`config.mk`:
```
export PLATFORM = sky130hd
export DESIGN_NAME = dacc_fault_top
export DESIGN_NICKNAME = d
export VERILOG_FILES = /design/src/rtl/dacc_pkg.sv /design/src/rtl/dacc_ctrl.sv /design/src/rtl/dacc_dpath.sv /design/src/rtl/dacc_fault_top.sv
export SDC_FILE = /design/constraint.sdc
export NUM_CORES = 1
export LEC_CHECK = 0
export BUFFER_PORTS_ARGS = -buffer_cell sky130_fd_sc_hd__buf_2
export CORE_ASPECT_RATIO = 0.6
export CORE_UTILIZATION = 30
export CTS_CLUSTER_DIAMETER = 80
export CTS_CLUSTER_SIZE = 8
export DETAILED_ROUTE_END_ITERATION = 12
export PLACE_DENSITY = 0.52
export SLEW_MARGIN = 25
export SYNTH_ARGS = -nofsm -noshare
export SYNTH_HDL_FRONTEND = slang
export SYNTH_SLANG_ARGS = --single-unit
```
`constraint.sdc`:
```
create_clock -name clk -period 1.85 [get_ports clk]
set_input_delay 0.37 -clock clk [delete_from_list [all_inputs] [get_ports clk]]
set_output_delay 0.37 -clock clk [all_outputs]
set_load 0.005 [all_outputs]
```
`src/rtl/dacc_pkg.sv`:
```
package dacc_pkg;
  localparam int STATUS_W = 8;
  localparam int ST_VALID = 0;

  typedef struct packed {
    logic capture;   // load address and status
    logic setPend;   // imprecise interrupt becomes pending
    logic clrFlag;   // software clear of valid flag
    logic loadMask;  // new multi-register transfer
    logic retire;    // one transfer element completed
    logic latchRl;   // copy outstanding list into exception status
    logic clrEsr;    // software clear of exception status
    logic wrCtrl;    // write of interrupt enable
  } strobe_t;
endpackage

```
`src/rtl/dacc_ctrl.sv`:
```
module dacc_ctrl
  import dacc_pkg::*;
(
  input  logic    clk,
  input  logic    rstN,
  input  logic    accValid,
  input  logic    accSysReg,
  input  logic    userMode,
  input  logic    accBufferable,
  input  logic    busErr,
  input  logic    inMultiXfer,
  input  logic    xferStart,
  input  logic    inEntryReturn,
  input  logic    breakIrq,
  input  logic    regWrEn,
  input  logic [1:0] regWrSel,
  input  logic    regWrBit,
  input  logic    validQ,
  input  logic    irqEnQ,
  output strobe_t stb,
  output logic    illegalExc,
  output logic    cpuHalt
);
  logic sysViol, busFault, anyFault, precise, imprecise, clrReq;
  logic illegalExcQ, haltQ;

  always_comb begin
    sysViol   = accValid && accSysReg && userMode;
    busFault  = accValid && busErr;
    anyFault  = sysViol || busFault;
    precise   = sysViol || (busFault && !accBufferable);
    imprecise = busFault && accBufferable && !sysViol && irqEnQ;
    clrReq    = regWrEn && (regWrSel == 2'd1) && regWrBit;

    stb          = '0;
    stb.clrFlag  = clrReq;
    stb.capture  = anyFault && (!validQ || clrReq);
    stb.setPend  = imprecise;
    stb.loadMask = xferStart;
    stb.retire   = accValid && inMultiXfer && !precise && !xferStart;
    stb.latchRl  = precise && inMultiXfer;
    stb.clrEsr   = regWrEn && (regWrSel == 2'd2) && regWrBit;
    stb.wrCtrl   = regWrEn && (regWrSel == 2'd0);
  end

  always_ff @(posedge clk or negedge rstN) begin
    if (!rstN) begin
      illegalExcQ <= 1'b0;
      haltQ       <= 1'b0;
    end else begin
      illegalExcQ <= precise;
      if (precise && inEntryReturn) haltQ <= 1'b1;
      else if (breakIrq)            haltQ <= 1'b0;
    end
  end

  assign illegalExc = illegalExcQ;
  assign cpuHalt    = haltQ;

  assert_halt_hold_R10: assert property (@(posedge clk) disable iff (!rstN)
    (haltQ && !breakIrq) |=> haltQ);

  assert_exc_cause_R3: assert property (@(posedge clk) disable iff (!rstN)
    illegalExcQ |-> $past(accValid));

  assert_buf_no_exc_R5: assert property (@(posedge clk) disable iff (!rstN)
    (accValid && busErr && accBufferable && !(accSysReg && userMode)) |=> !illegalExcQ);
endmodule

```
`src/rtl/dacc_dpath.sv`:
```
module dacc_dpath
  import dacc_pkg::*;
#(
  parameter int ADDR_W = 32,
  parameter int NREG   = 16,
  localparam int IDX_W = $clog2(NREG)
) (
  input  logic              clk,
  input  logic              rstN,
  input  strobe_t           stb,
  input  logic              accValid,
  input  logic [ADDR_W-1:0] accAddr,
  input  logic              accWrite,
  input  logic              accSysReg,
  input  logic              userMode,
  input  logic              accBufferable,
  input  logic              busErr,
  input  logic              inMultiXfer,
  input  logic [NREG-1:0]   xferMask,
  input  logic [IDX_W-1:0]  xferRegIdx,
  input  logic              regWrBit,
  output logic              validQ,
  output logic              irqEnQ,
  output logic              daeIrq,
  output logic [ADDR_W-1:0] errAddr,
  output logic [STATUS_W-1:0] errStatus,
  output logic [NREG:0]     excStatus
);
  logic [ADDR_W-1:0]   addrQ;
  logic [STATUS_W-1:0] statQ, statNew;
  logic                pendQ;
  logic [NREG-1:0]     remQ;
  logic [NREG:0]       esrQ;

  always_comb begin
    statNew    = '0;
    statNew[0] = 1'b1;
    statNew[1] = accWrite;
    statNew[2] = busErr;
    statNew[3] = accBufferable;
    statNew[4] = userMode;
    statNew[5] = inMultiXfer;
    statNew[6] = accSysReg && userMode;
  end

  always_ff @(posedge clk or negedge rstN) begin
    if (!rstN) begin
      addrQ <= '0;
      statQ <= '0;
    end else if (stb.capture) begin
      addrQ <= accAddr;
      statQ <= statNew;
    end else if (stb.clrFlag) begin
      statQ <= '0;
    end
  end

  always_ff @(posedge clk or negedge rstN) begin
    if (!rstN)                             pendQ <= 1'b0;
    else if (stb.setPend)                  pendQ <= 1'b1;
    else if (stb.clrFlag && !stb.capture)  pendQ <= 1'b0;
  end

  always_ff @(posedge clk or negedge rstN) begin
    if (!rstN)           irqEnQ <= 1'b0;
    else if (stb.wrCtrl) irqEnQ <= regWrBit;
  end

  // outstanding register list, one bit per register
  always_ff @(posedge clk or negedge rstN) begin
    if (!rstN) remQ <= '0;
    else if (stb.loadMask) remQ <= xferMask;
    else if (stb.retire) begin
      for (int i = 0; i < NREG; i++)
        if (IDX_W'(i) == xferRegIdx) remQ[i] <= 1'b0;
    end
  end

  always_ff @(posedge clk or negedge rstN) begin
    if (!rstN)            esrQ <= '0;
    else if (stb.latchRl) esrQ <= {1'b1, remQ};
    else if (stb.clrEsr)  esrQ <= '0;
  end

  assign validQ    = statQ[ST_VALID];
  assign errAddr   = addrQ;
  assign errStatus = statQ;
  assign excStatus = esrQ;
  assign daeIrq    = pendQ && validQ && irqEnQ;

  assert_sticky_addr_R2: assert property (@(posedge clk) disable iff (!rstN)
    (validQ && !stb.clrFlag) |=> $stable(addrQ));

  assert_sticky_stat_R2: assert property (@(posedge clk) disable iff (!rstN)
    (validQ && !stb.clrFlag) |=> $stable(statQ));

  assert_pend_source_R5: assert property (@(posedge clk) disable iff (!rstN)
    $rose(pendQ) |-> $past(accValid && busErr && accBufferable));

  assert_rl_source_R9: assert property (@(posedge clk) disable iff (!rstN)
    $rose(esrQ[NREG]) |-> $past(accValid && inMultiXfer));
endmodule

```
`src/rtl/dacc_fault_top.sv`:
```
module dacc_fault_top
  import dacc_pkg::*;
#(
  parameter int ADDR_W = 32,
  parameter int NREG   = 16,
  localparam int IDX_W = $clog2(NREG)
) (
  input  logic              clk,
  input  logic              rstN,
  input  logic              accValid,
  input  logic [ADDR_W-1:0] accAddr,
  input  logic              accWrite,
  input  logic              accSysReg,
  input  logic              userMode,
  input  logic              accBufferable,
  input  logic              busErr,
  input  logic              inMultiXfer,
  input  logic              xferStart,
  input  logic [NREG-1:0]   xferMask,
  input  logic [IDX_W-1:0]  xferRegIdx,
  input  logic              inEntryReturn,
  input  logic              breakIrq,
  input  logic              regWrEn,
  input  logic [1:0]        regWrSel,
  input  logic              regWrBit,
  output logic              illegalExc,
  output logic              daeIrq,
  output logic              cpuHalt,
  output logic [ADDR_W-1:0] errAddr,
  output logic [STATUS_W-1:0] errStatus,
  output logic [NREG:0]     excStatus,
  output logic              irqEnable
);
  strobe_t stb;
  logic    validQ, irqEnQ;

  dacc_ctrl u_ctrl (
    .clk, .rstN, .accValid, .accSysReg, .userMode, .accBufferable, .busErr,
    .inMultiXfer, .xferStart, .inEntryReturn, .breakIrq, .regWrEn, .regWrSel,
    .regWrBit, .validQ, .irqEnQ, .stb, .illegalExc, .cpuHalt
  );

  dacc_dpath #(.ADDR_W(ADDR_W), .NREG(NREG)) u_dpath (
    .clk, .rstN, .stb, .accValid, .accAddr, .accWrite, .accSysReg, .userMode,
    .accBufferable, .busErr, .inMultiXfer, .xferMask, .xferRegIdx, .regWrBit,
    .validQ, .irqEnQ, .daeIrq, .errAddr, .errStatus, .excStatus
  );

  assign irqEnable = irqEnQ;
endmodule

```
### Word-level counts from Yosys, hierarchy flattened

Index checks and enable logic that the tools add are counted.
W data, S select, Z words.

* $add $sub $neg: 0
* $mul: 0
* divide/modulo/power cells: 0
* order comparisons: 0
* eq/ne operators: 17
* shift operators: 0
* mux-type cells: 26
* bitwise logic cells: 0
* reduce and logical (&&, ||, !) cells: 70

Operator list (number)
* $reduce_bool A2 Y1: 21
* $mux W17: 2
* $eq A4 B4 Y1 const A: 8
* $mux W16: 2
* $reduce_and A2 Y1: 16
* $logic_and A1 B1 Y1: 22
* $mux W1: 20
* $eq A3 B4 Y1 const A: 4
* $mux W8: 2
* $eq A2 B4 Y1 const A: 2
* $logic_not A1 Y1: 6
* $eq A1 B4 Y1 const A: 1
* $logic_not A4 Y1: 1
* $logic_or A1 B1 Y1: 3
* $eq A2 B1 Y1 const B: 1
* $eq A2 B2 Y1 const B: 1
* $logic_not A2 Y1: 1

* bits in registers: 77
* bits in latches: 0
* bits in writable memories: 0
* bits in read-only memories: 0
* bits of input ports: 68
* output and inout port bits: 61
* logic and storage cells: 136
* memories: 0

### Depth between registers and ports, before layout

* depth in word-level cells: 9
* mapped depth: 6
* mapped depth without buffers: 3

### Hierarchy

Synthesis repeated with hierarchy kept, for this count alone.

* cells, all modules: 210
* area, all modules: 3056.7 um^2

Modules (own cells, without submodules)
* dacc_dpath: times used 1, cells each 190, area each 2869.0 um^2, seq. area each 1851.8 um^2
* dacc_ctrl: times used 1, cells each 20, area each 187.7 um^2, seq. area each 50.0 um^2

### Worst setup path after synthesis

OpenSTA, ideal clock, no wires.

* path type: in2reg
* start: input port regWrSel[1]
* end: register u_dpath.addrQ[0] (netlist: u_dpath.errAddr[0])
* setup time: 125 ps
* data arrival time: 1543 ps
* data required time: 1725 ps
* setup slack: 182 ps
* stages: 4
* path buffers: 1
* path through: nand4b_4 a211oi_4 buf_6 mux2_2

* word-level cells in the longest chain between the ends: 5

Ends and longest elaborated chain
* start, declared: RTL line dacc_fault_top.sv:24 `input logic [1:0] regWrSel,`
* $eq A2 B1 Y1: RTL line dacc_ctrl.sv:33 `clrReq = regWrEn && (regWrSel == 2'd1) && regWrBit;`
* $logic_and A1 B1 Y1 (2 in a row): RTL line dacc_ctrl.sv:33
* $logic_or A1 B1 Y1: RTL line dacc_ctrl.sv:37 `stb.capture = anyFault && (!validQ || clrReq);`
* $logic_and A1 B1 Y1: RTL line dacc_ctrl.sv:37
* end signal, assigned: RTL line dacc_dpath.sv:51 `addrQ <= accAddr;`
* end, declared: RTL line dacc_dpath.sv:29 `logic [ADDR_W-1:0] addrQ;`

Every way passes these cells.
A chain may end at the register's enable or synchronous reset.

### Worst setup path after layout

* start: register u_dpath.statQ[0] (netlist: u_dpath.errStatus[0])
* end: register u_dpath.addrQ[25] (netlist: u_dpath.errAddr[25])

* word-level cells in the longest chain between the ends: 3

Ends and longest elaborated chain
* start, declared: RTL line dacc_dpath.sv:30 `logic [STATUS_W-1:0] statQ, statNew;`
* start signal, assigned: RTL line dacc_dpath.sv:52 `statQ <= statNew;`
* $logic_not A1 Y1: RTL line dacc_ctrl.sv:37
* $logic_or A1 B1 Y1: RTL line dacc_ctrl.sv:37
* $logic_and A1 B1 Y1: RTL line dacc_ctrl.sv:37

Every way passes these cells.

==> reports/metrics.yaml <==
status:
  status: "finished clean"
sta:
  fmax_ghz: 0.683
  fin_skew_ns: 0.00630
  report.final.slew_viol_count: 0
  layout_min_cycle_time_ns: 1.46
  rsz0062_at_grt: "no"
  setup_viol: 0
  period_share: 0.792
  setup_tns_ns: 0
  hold_viol_final: 0
clocking:
  root_buffer: "clkbuf_16"
  cts_tree: "built"
  clk_latency_ns: 0.33
  cts_sinks: 76
  cts_buffers: 9
  post_cts_buffers: 0
  clk_pin_slew_ns: 0.06
  cts_htree_levels: 3
  cts_hold_buf: 1
  cts.path.max_buffers: 2
  cts.repair.resized: 0
floorplanning:
  die_x_um: 135
  rows: 28
  ios: 129
  die_h_um: 82.0
  initial_utilization: 0.317
  dieArea_um2: 11100
  core_area_um2: 10100
yosys:
  yosysWarnings: 0
  syn_nets: 312
  synth_top_cells_by_count: "dfrtp_1 (76), mux2i_1 (32), mux2_2 (31), nand2_1 (21), inv_1 (18)"
  synth-edff-count: 0
  synth_flop_cell: "dfrtp_1"
  synth.top_cell.area_share: 0.595
  synth_area_leaders: "dfrtp_1 (59%), mux2_2 (11%), mux2i_1 (10%)"
  synth_top_area_cell: "dfrtp_1"
  synth_area_um2: 3200
  synth_top_family_by_area: "multiplexers"
  synth_cell_types: 33
  synth_adder_area_share: 0
  synthCells: 244
  syn-mean-instance-area_um2: 13.1
  muxShareOfSynthArea: 0.216
  async_flop_share: 1.00
  synth_compound_area_frac: 0.0708
  synth_most_common_cell: "dfrtp_1"
  synth_xor_xnor_area_share: 0
  synth-seq-cells: 76
  yosys.area_share.simple: 0.0692
  ys_seq_area_frac: 0.595
critical_path:
  worst-setup-path-type: "reg -> reg"
  cp-end-kind: "register"
  r2r-start: "u_dpath.errStatus[0]"
  critPathBufInv: 1
  cp-start-kind: "register"
  cp.arrival_ns: 1.68
  crit_chain: "a211oi_4, buf_12, mux2_2"
  worstSetupStartpoint: "u_dpath.errStatus[0]"
  crit_slowest_cell: "dfrtp_1"
  path_max_fanout: 36
  critPathMaxStageDelay_ns: 0.45
  critPathRequiredTime_ns: 2.06
  cp_top_family: "flip-flops"
placed_design:
  port_buffers: 127
  globalplace.congestion: 0.779
  place_hpwl_mm: 5.61
grt:
  antenna_found_initial: 0
  grt_use_total: 0.147
  grt_max_degree: 37
  grt_pass1_vias: 2360
  grt_pass1_wl_mm: 12.1
  overflow: 0
drt:
  routed_wl_mm: 7.78
  num_vias: 2349
  ant_nets: 0
  wl_per_cell_um: 14.9
  drt_pass1_iterations: 4
  drt-initial-drc-count: 68
  vias_per_cell: 4.51
  drc: 0
pwr:
  total_power_mw: 5.53
  p_leak_nw: 2.33
  p_per_area_nw_per_um2: 1250
  irDropWorstVdd_mv: 0.567
min_path:
  min_from: "accAddr[10]"
  min_path_type: "in -> reg"
layout:
  fill_cells: 998
  fin_nets: 450
  num_antenna_cells: 0
  drive_gt1_frac: 0.490
  syn_to_final_growth_pct: 38.2
  fin_util: 0.438
run:
  maxCapViolations: 0
==> path summary, 6_finish.rpt <==
kind / end / slack (ns) / cells after the start
worst max-delay path: u_dpath.errAddr[25] / 0.39 / 3
worst min-delay path: u_dpath.errAddr[10] / 0.25 / 2
worst max register to register: u_dpath.errAddr[25] / 0.39 / 3
worst min register to register: u_dpath.excStatus[16] / 0.47 / 2
max in group asynchronous: u_dpath.errStatus[0] / 0.78 / 3
min in group asynchronous: u_dpath.excStatus[6] / 0.47 / 2
==> kinds of logic after synthesis <==
kind of cell	after synthesis
mux	65
buf+inv	29
other cells	1
simple gates	40
flops	76
compound gates	33
==> routing by layer <==
metal  up-vias  wire (µm)  track usage
met5         -          0            0
met4         0         71       0.0472
met3         7        747       0.0716
met2       100       3200        0.214
met1      1116       3760        0.191
li1       1126          -            -
==> worst reg2reg max path, delay by kind of cell (launching register included) <==
| kind | cells | cell delay [ns] |
|---|---|---|
| flops | 1 | 0.45 |
| buf+inv | 1 | 0.25 |
| mux | 1 | 0.39 |
| compound gates | 1 | 0.26 |
==> flip-flops by register name (all words and copies together), names as in the netlist <==
name               cells
u_dpath.irqEnQ         1
u_dpath.pendQ          1
u_ctrl.illegalExc      1
u_ctrl.cpuHalt         1
u_dpath.errAddr       32
u_dpath.remQ          16
u_dpath.errStatus      7
u_dpath.excStatus     17
==> power breakdown <==
group          total (mW)  switching (mW)  internal [mW]
Sequential           2.28           0.207           2.07
Combinational        1.07           0.454          0.618
Clock                2.18           0.660           1.52
==> cells in the final DEF (no fill, tap or decap), types with 2 or more instances in the layout <==
master,count
clkbuf_16,9
mux2_1,2
and3_1,2
nor4_1,4
clkbuf_8,2
buf_2,126
mux2i_1,32
nor2b_1,3
dfrtp_1,76
a22o_1,6
mux2_2,31
a21oi_1,14
inv_1,18
nand2_1,21
bufinv_16,4
a31oi_1,5
o21ai_0,2
or3b_2,2
buf_12,3
buf_4,8
==> final cells by class <==
class / instances / area [µm²] / share of cell area
multi-input combinational: 139 / 1150 / 0.260
clock inverter: 4 / 120 / 0.0272
tap: 135 / 169 / 0.0382
timing repair buffer: 138 / 761 / 0.172
inverter: 18 / 67.6 / 0.0153
clock buffer: 11 / 253 / 0.0572
sequential: 76 / 1900 / 0.430
==> stage by stage <==
step / area [µm²] / hold WS (ns) / instances / worst slack, ns
6_report: 4420 / 0.253 / 521 / 0.385
3_3_place_gp: 4040 / 0.276 / 505 / 0.129
5_1_grt: 4420 / 0.256 / 521 / 0.335
2_1_floorplan: 3200 / 0.0744 / 244 / 0.182
4_1_cts: 4420 / 0.243 / 521 / 0.378
3_5_place_dp: 4040 / 0.282 / 505 / 0.0874
No activity file was read; power rests on OpenSTA's default activity.
